File: src/rtl/codec_rf_pkg.sv
package codec_rf_pkg;
  // Window geometry
  localparam int WORD_W   = 32;
  localparam int N_WORDS  = 16;
  localparam int WADDR_W  = $clog2(N_WORDS);
  localparam int IND_W    = 8;
  localparam int N_IND    = 32;
  localparam int IIDX_W   = $clog2(N_IND);

  // Word register roles
  localparam int WR_POINTER = 0;
  localparam int WR_PORT    = 1;
  localparam int WR_LOCKED  = 2;
  localparam int WR_CTRL    = 4;
  localparam logic [WORD_W-1:0] CTRL_KEEP = 32'h0000_007F;

  // Indirect register roles
  localparam int IR_HIDDEN   = 3;
  localparam int IR_FIXED_A  = 11;
  localparam int IR_MIXED    = 12;
  localparam int IR_FIXED_B  = 25;
  localparam logic [IND_W-1:0] MIXED_CONST = 8'h8A;
  localparam logic [IND_W-1:0] MIXED_OPEN  = 8'h40;
  localparam logic [IND_W-1:0] FIXED_B_VAL = 8'hA0;

  function automatic logic [IND_W-1:0] ind_init(input int idx);
    if (idx == IR_MIXED)        return MIXED_CONST;
    else if (idx == IR_FIXED_B) return FIXED_B_VAL;
    else                        return '0;
  endfunction
endpackage

File: src/rtl/codec_rf_words.sv
module codec_rf_words
  import codec_rf_pkg::*;
#(
  parameter int NW = N_WORDS,
  parameter int DW = WORD_W,
  parameter int AW = $clog2(NW),
  parameter int PW = IIDX_W
) (
  input  logic          clk,
  input  logic          rst,
  input  logic          soft_rst,
  input  logic          wr_en,
  input  logic [AW-1:0] waddr,
  input  logic [DW-1:0] wdata,
  output logic [DW-1:0] rdata,
  output logic [PW-1:0] pointer
);
  logic [DW-1:0] words [NW];

  // One register slot per word; the role of the slot picks its write rule
  for (genvar i = 0; i < NW; i++) begin : g_word
    if (i == WR_PORT || i == WR_LOCKED) begin : g_fixed
      always_ff @(posedge clk) begin
        words[i] <= '0;
      end
    end else if (i == WR_CTRL) begin : g_ctrl
      always_ff @(posedge clk) begin
        if (rst)                                   words[i] <= '0;
        else if (wr_en && waddr == AW'(i))         words[i] <= wdata & DW'(CTRL_KEEP);
      end
    end else begin : g_plain
      always_ff @(posedge clk) begin
        if (rst)                                   words[i] <= '0;
        else if (wr_en && waddr == AW'(i))         words[i] <= wdata;
        else if (soft_rst)                         words[i] <= '0;
      end
    end
  end

  assign rdata   = words[waddr];
  assign pointer = words[WR_POINTER][PW-1:0];

  // the locked word never carries data
  p_locked_zero_r7: assert property (@(posedge clk) disable iff (rst)
    words[WR_LOCKED] == '0);
  // the control word never holds bits above the kept mask
  p_ctrl_mask_r9: assert property (@(posedge clk) disable iff (rst)
    (words[WR_CTRL] & ~DW'(CTRL_KEEP)) == '0);
endmodule

File: src/rtl/codec_rf_indirect.sv
module codec_rf_indirect
  import codec_rf_pkg::*;
#(
  parameter int NI = N_IND,
  parameter int DW = IND_W,
  parameter int IW = $clog2(NI)
) (
  input  logic          clk,
  input  logic          rst,
  input  logic          clr,
  input  logic          wr_en,
  input  logic [IW-1:0] idx,
  input  logic [DW-1:0] wdata,
  output logic [DW-1:0] rdata
);
  logic [DW-1:0] mem [NI];

  always_ff @(posedge clk) begin
    if (clr) begin
      for (int i = 0; i < NI; i++) mem[i] <= DW'(ind_init(i));
    end else if (wr_en) begin
      if (idx == IW'(IR_FIXED_A) || idx == IW'(IR_FIXED_B)) begin
        mem[idx] <= mem[idx];
      end else if (idx == IW'(IR_MIXED)) begin
        mem[idx] <= (wdata & DW'(MIXED_OPEN)) | DW'(MIXED_CONST);
      end else begin
        mem[idx] <= wdata;
      end
    end
  end

  assign rdata = (idx == IW'(IR_HIDDEN)) ? '0 : mem[idx];

  // read-only entries survive a write aimed at them
  p_fixed_a_hold_r4: assert property (@(posedge clk) disable iff (clr)
    (wr_en && idx == IW'(IR_FIXED_A)) |=> mem[IR_FIXED_A] == $past(mem[IR_FIXED_A]));
  // entry 25 keeps its identity value at all times
  p_fixed_b_value_r4: assert property (@(posedge clk) disable iff (rst)
    mem[IR_FIXED_B] == DW'(FIXED_B_VAL));
  // the mixed entry always keeps its constant bits
  p_mixed_const_r5: assert property (@(posedge clk) disable iff (rst)
    (mem[IR_MIXED] & DW'(MIXED_CONST)) == DW'(MIXED_CONST));
endmodule

File: src/rtl/codec_regfile.sv
module codec_regfile
  import codec_rf_pkg::*;
#(
  parameter int NW = N_WORDS,
  parameter int DW = WORD_W,
  parameter int NI = N_IND,
  parameter int IDW = IND_W,
  localparam int AW = $clog2(NW),
  localparam int IW = $clog2(NI)
) (
  input  logic          clk,
  input  logic          rst,
  input  logic          bus_wr,
  input  logic [AW-1:0] bus_waddr,
  input  logic [DW-1:0] bus_wdata,
  output logic [DW-1:0] bus_rdata,
  output logic          irq
);
  logic          at_port;
  logic          soft_rst;
  logic [IW-1:0] pointer;
  logic [DW-1:0] word_rdata;
  logic [IDW-1:0] ind_rdata;

  assign at_port  = (bus_waddr == AW'(WR_PORT));
  assign soft_rst = bus_wr && (bus_waddr == AW'(WR_CTRL)) && bus_wdata[0];

  codec_rf_words #(.NW(NW), .DW(DW), .AW(AW), .PW(IW)) u_words (
    .clk      (clk),
    .rst      (rst),
    .soft_rst (soft_rst),
    .wr_en    (bus_wr && !at_port),
    .waddr    (bus_waddr),
    .wdata    (bus_wdata),
    .rdata    (word_rdata),
    .pointer  (pointer)
  );

  codec_rf_indirect #(.NI(NI), .DW(IDW), .IW(IW)) u_ind (
    .clk   (clk),
    .rst   (rst),
    .clr   (rst || soft_rst),
    .wr_en (bus_wr && at_port),
    .idx   (pointer),
    .wdata (bus_wdata[IDW-1:0]),
    .rdata (ind_rdata)
  );

  assign bus_rdata = at_port ? DW'(ind_rdata) : word_rdata;
  assign irq       = 1'b0;

  // a software reset leaves the pointer at index 0 one edge later
  p_soft_reset_ptr_r8: assert property (@(posedge clk) disable iff (rst)
    soft_rst |=> pointer == '0);
  // a write to the port does not move the pointer
  p_port_keeps_ptr_r2: assert property (@(posedge clk) disable iff (rst)
    (bus_wr && at_port) |=> pointer == $past(pointer));
endmodule

File: config.mk
export PLATFORM = sky130hd
export DESIGN_NAME = codec_regfile
export DESIGN_NICKNAME = d
export VERILOG_FILES = /design/src/rtl/codec_rf_pkg.sv /design/src/rtl/codec_rf_words.sv /design/src/rtl/codec_rf_indirect.sv /design/src/rtl/codec_regfile.sv
export SDC_FILE = /design/constraint.sdc
export NUM_CORES = 1
export LEC_CHECK = 0
export ABC_AREA = 1
export BUFFER_PORTS_ARGS = -buffer_cell sky130_fd_sc_hd__buf_2
export CAP_MARGIN = 10
export CORE_MARGIN = 2
export CORE_UTILIZATION = 65
export CTS_BUF_LIST = sky130_fd_sc_hd__clkbuf_4 sky130_fd_sc_hd__clkbuf_8 sky130_fd_sc_hd__clkbuf_16
export DETAILED_ROUTE_END_ITERATION = 6
export MAX_ROUTING_LAYER = met4
export PLACE_DENSITY = 0.82
export SLEW_MARGIN = 10
export SYNTH_ARGS = -nofsm -noshare
export SYNTH_HDL_FRONTEND = slang
export SYNTH_SLANG_ARGS = --single-unit
File: constraint.sdc
create_clock -name clk -period 6.6 [get_ports clk]
set_input_delay 0.99 -clock clk [delete_from_list [all_inputs] [get_ports clk]]
set_output_delay 0.99 -clock clk [all_outputs]
set_load 0.1 [all_outputs]
; Word-level counts from Yosys, hierarchy flattened
; Memories as Yosys holds them, arrays and structs flattened.
; Index checks and enable logic that the tools add are counted.
[word_totals]
reg_bits = 0
ramBits = 768
inputBits = 39
output_inout_bits = 33
elab_cells = 209
memories = 2
[op_classes]
eq_ne = 18
mux = 137
bitwise = 29
n_reduce_logical = 23
[memory_table]
columns = name, words, word_bits, read_ports, rd_clocked_by_memory_dff, wr, line_no
row1 = u_words.words, 16, 32, 2, 0, 16, codec_rf_words.sv:18  ; logic [DW-1:0] words [NW];
row2 = u_ind.mem, 32, 8, 1, 0, 32, codec_rf_indirect.sv:16  ; logic [DW-1:0] mem [NI];
[ops]
columns = cell, n
row1 = $mux 32, 28
row2 = $mux 1, 101
row3 = $mux 8, 7
row4 = $eq 4x4->1 const B, 8
row5 = $or 1x1->1, 29
row6 = $logic_and 1x1->1, 18
row7 = $eq 4x3->1 const B, 4
row8 = $eq 5x4->1 const B, 2
row9 = $reduce_or 8->1, 1
row10 = $eq 5x2->1 const B, 1
row11 = $eq 5x5->1 const B, 1
row12 = $mux 5, 1
row13 = $eq 4x1->1 const B, 1
row14 = $eq 4x2->1 const B, 1
row15 = $logic_not 4->1, 1
row16 = $logic_or 1x1->1, 2
row17 = $logic_not 1->1, 1

; Depth between registers and ports, before layout
; An unclocked memory read counts as a cell.
[depth]
word_depth = 11
mapped_depth = 16
ltp_nobuf = 13

; Modules after synthesis
; From an unflattened synthesis, not the netlist that was laid out.
[unflattened]
hier_cells = 3552
area_unflattened_um2 = 32484.9
[by_module_without_submodules]
columns = module, instances, cells_each, area_each_um2, seq_area_each_um2
row1 = codec_rf_words, 1, 2186, 19646.3, 12702.2
row2 = codec_rf_indirect, 1, 1295, 12424.4, 7687.4
row3 = codec_regfile, 1, 71, 414.1, 0.0

; Worst setup path before layout
; OpenSTA, ideal clock, no wires.
[synth_timing]
kind = input-to-reg
from = input port bus_waddr[0]
to = memory u_words.words[10][0] in the netlist's numbering (enable)
setup_ns = 0.466
arrival_time_ns = 4.081
required_ns = 6.134
setup_slack_ns = 2.053
stages = 7
n_path_buf = 2
cell_sequence = inv_1 > nand2_1 > inv_1 > clkbuf_1 > buf_1 > nand2_1 > o21ai_0
[synth_rtl]
columns = item, line_no
row1 = "start, declared", codec_regfile.sv:14  ; input logic [AW-1:0] bus_waddr,
row2 = "end, declared", codec_rf_words.sv:18

==> flow_summary.toml <==
[worst_setup_path]
r2r-start = "u_words.words[0][1]"
endpoint_kind = "output port"
crit_path_start = "u_words.words[0][1]"
rr_endpoint = "u_ind.mem[21][5]"
required_ns = 5.61
crit_type = "register to output port"
crit_path_end = "bus_rdata[3]"
start_kind = "register"
reg2reg_depth = 8
cp_data_arrival_time_ns = 4.56
reg2reg_slack_ns = 2.01
crit_fanout = 28

[final_layout]
final_area_um2 = 32800
syn_to_final_growth_pct = 10.1
final_cell_mix = "782 x nand2_1, 679 x edfxtp_1, 587 x nor2_1, 176 x a21oi_1, 137 x a22oi_1"
final_common_cell = "nand2_1"
nFillCells = 3048
drive_gt1_share_pct = 9.94
nNetsFinal = 2884

[global_routing]
grt_use_met3_pct = 7.92
grt_util_met1_pct = 45.3
gr-max-usage-layer = "met2"
first_global_vias = 22500
antenna_found_initial = 1
overflow = 0
grt_max_degree = 64
grt_pass1_wl_um = 128000
grtUsageMet2_pct = 59.2
track_usage_pct = 37.3

[yosys]
synth-seq-area-share_pct = 68.4
ys_ff_latch = 679
synth-simple-area-share_pct = 20.6
synth_area_um2 = 29800
synth-async-reset-ratio_pct = 0
synth_xor_area_share_pct = 0
ys_types = 28
synth-edff-count = 679
synthMuxAreaShare_pct = 0
synth_fa_ha_area_share_pct = 0
avgSynthCellArea_um2 = 10.4
synth_top_area_share_pct = 68.4
synth.area.top_cells = "edfxtp_1 68%, nand2_1 10%, nor2_1 7.4%"
yosysWarningCount = 0
synth_compound_area_share_pct = 7.28
synth_largest_area_cell = "edfxtp_1"
netlist_instances = 2867
synth_top_family_by_area = "simple AND/OR/NAND/NOR gates"
synth_ff_type = "edfxtp_1"

[floorplan]
fp.dieW_um = 218
io_pins = 72
dieArea_um2 = 47600
coreArea_um2 = 45300
die_h_um = 218
start_util_pct = 65.9
rows = 78

[clock_network]
hold_buffers = 0
numClockSinks = 679
root_buffer = "clkbuf_16"
clockBufferDepth = 3
cts_buffers = 69
cts_max_level = 3
cts_tree = "done"
clk_latency_ns = 0.62
cts_resized = 0
clk_pin_slew_worst_paths_ns = 0.06
post_cts.repair.setup_buffers = 0

[placement]
dpl_cell_area_um2 = 30600
place_ws_ns = 1.85
hpwlAfterDp_um = 48500
io_buffer_count = 70
place.gp.congestion = 0.947

[sta]
setup_slack_ns = 1.05
period_minus_slack_ns = 5.55
skew_ns = 0.0197
setup_viol = 0
whs_ns = 0.851
rsz0062_at_grt = "false"
slew_viol_final = 0
tightest_slew_ns = 1.33
fin_tns_setup_ns = 0
period_share_pct = 84.1
hold_violations = 0
slew_headroom_pct = 11.2
fmax_ghz = 0.180

[outcome]
run_status = "finished, violations left"
violations = "design-rule violations"

[pwr]
powerDensity_nw_per_um2 = 301
power_uw = 9890
ir_worst_vdd_uv = 348
total_leakage_power_uw = 0.0127

[detailed_routing]
wirelength_um = 85100
routedWlPerCell_um = 24.3
vias = 22900
ant_nets = 0
via_per_inst = 6.54
drt_iter0_markers = 3579
drc = 2
dr.pass1.iters = 7

[worst_hold_path]
worstHoldStart = "bus_wdata[8]"
hold_class = "primary input to register"

[run]
drv_cap = 0
## cells by family (layout without fill, tap and decap cells)
family,after synthesis,count (layout)
other,2,9
buffers and inverters,281,306
AND/OR/NAND/NOR,1552,1552
flip-flops,679,679
AO/OA/AOI/OAI,353,353
## sequential cells by signal (all words and copies together), names as in the netlist
register	cells
u_words.words	423
u_ind.mem	256
## routing by layer
| layer | vias to the layer above | part of all wire (%) |
|---|---|---|
| met5 | - | 0 |
| met4 | 0 | 5.5 |
| met3 | 381 | 13 |
| met2 | 1939 | 49 |
| met1 | 10800 | 33 |
| li1 | 9767 | - |
## layout make-up
type	count	area, um^2	area share, %
Sequential cell	679	20400	62.1
Multi-Input combinational cell	1913	8550	26.0
Inverter	75	284	0.865
Clock buffer	84	1860	5.66
Tap cell	600	751	2.29
Antenna cell	1	2.50	0.00762
Clock inverter	40	348	1.06
Timing Repair Buffer	107	641	1.95
## synth_stat cells, types with 21 or more instances
| cell type | instances |
|---|---|
| nand2_1 | 791 |
| a22oi_1 | 137 |
| buf_2 | 30 |
| a21oi_1 | 176 |
| nor2_1 | 589 |
| edfxtp_1 | 679 |
| nand2_2 | 23 |
| buf_1 | 21 |
| nand3_1 | 89 |
| inv_1 | 63 |
| clkbuf_1 | 154 |
| nand4_1 | 43 |
## worst min path at each step
stage                           endpoint  slack (ns)  cells after the start
global placement        u_ind.mem[25][7]        1.10                      5
CTS                 u_words.words[8][23]        0.82                      3
global route         u_words.words[6][8]        0.87                      3
detailed placement      u_ind.mem[25][7]        1.10                      5
floorplan                u_ind.mem[0][7]        0.85                      8
finish               u_words.words[0][8]        0.85                      3
## through the flow
stage | cells | utilization, %
after floorplan | 2873 | -
after global placement | 3374 | 67.6
after detailed placement | 3374 | 67.6
after CTS | 3498 | 72.5
after global routing | 3499 | 72.5
final | 3499 | 72.5
## worst max-delay path, cell delays in order, from the launching register on
cell and delay, ns:
edfxtp_1 0.99, nand2_1 0.42, inv_1 0.86, buf_4 0.37, nand2_1 0.09, nand3_1 0.10, nand2_1 0.07, nand2_1 0.13
nand2_1 0.07, nand2_1 0.08, inv_1 0.06, nand2_1 0.06, nand2_1 0.08, nand2_1 0.13, buf_2 0.44
## report_power, final
part	switching (uW)	internal (uW)	total, uW	leakage, uW
clock	1660	2180	3840	0.00110
combinational	830	169	998	0.00485
sequential	79.8	4970	5050	0.00671
total	2570	7320	9890	0.0127
Note: power is estimated with default switching activity, not from simulation.
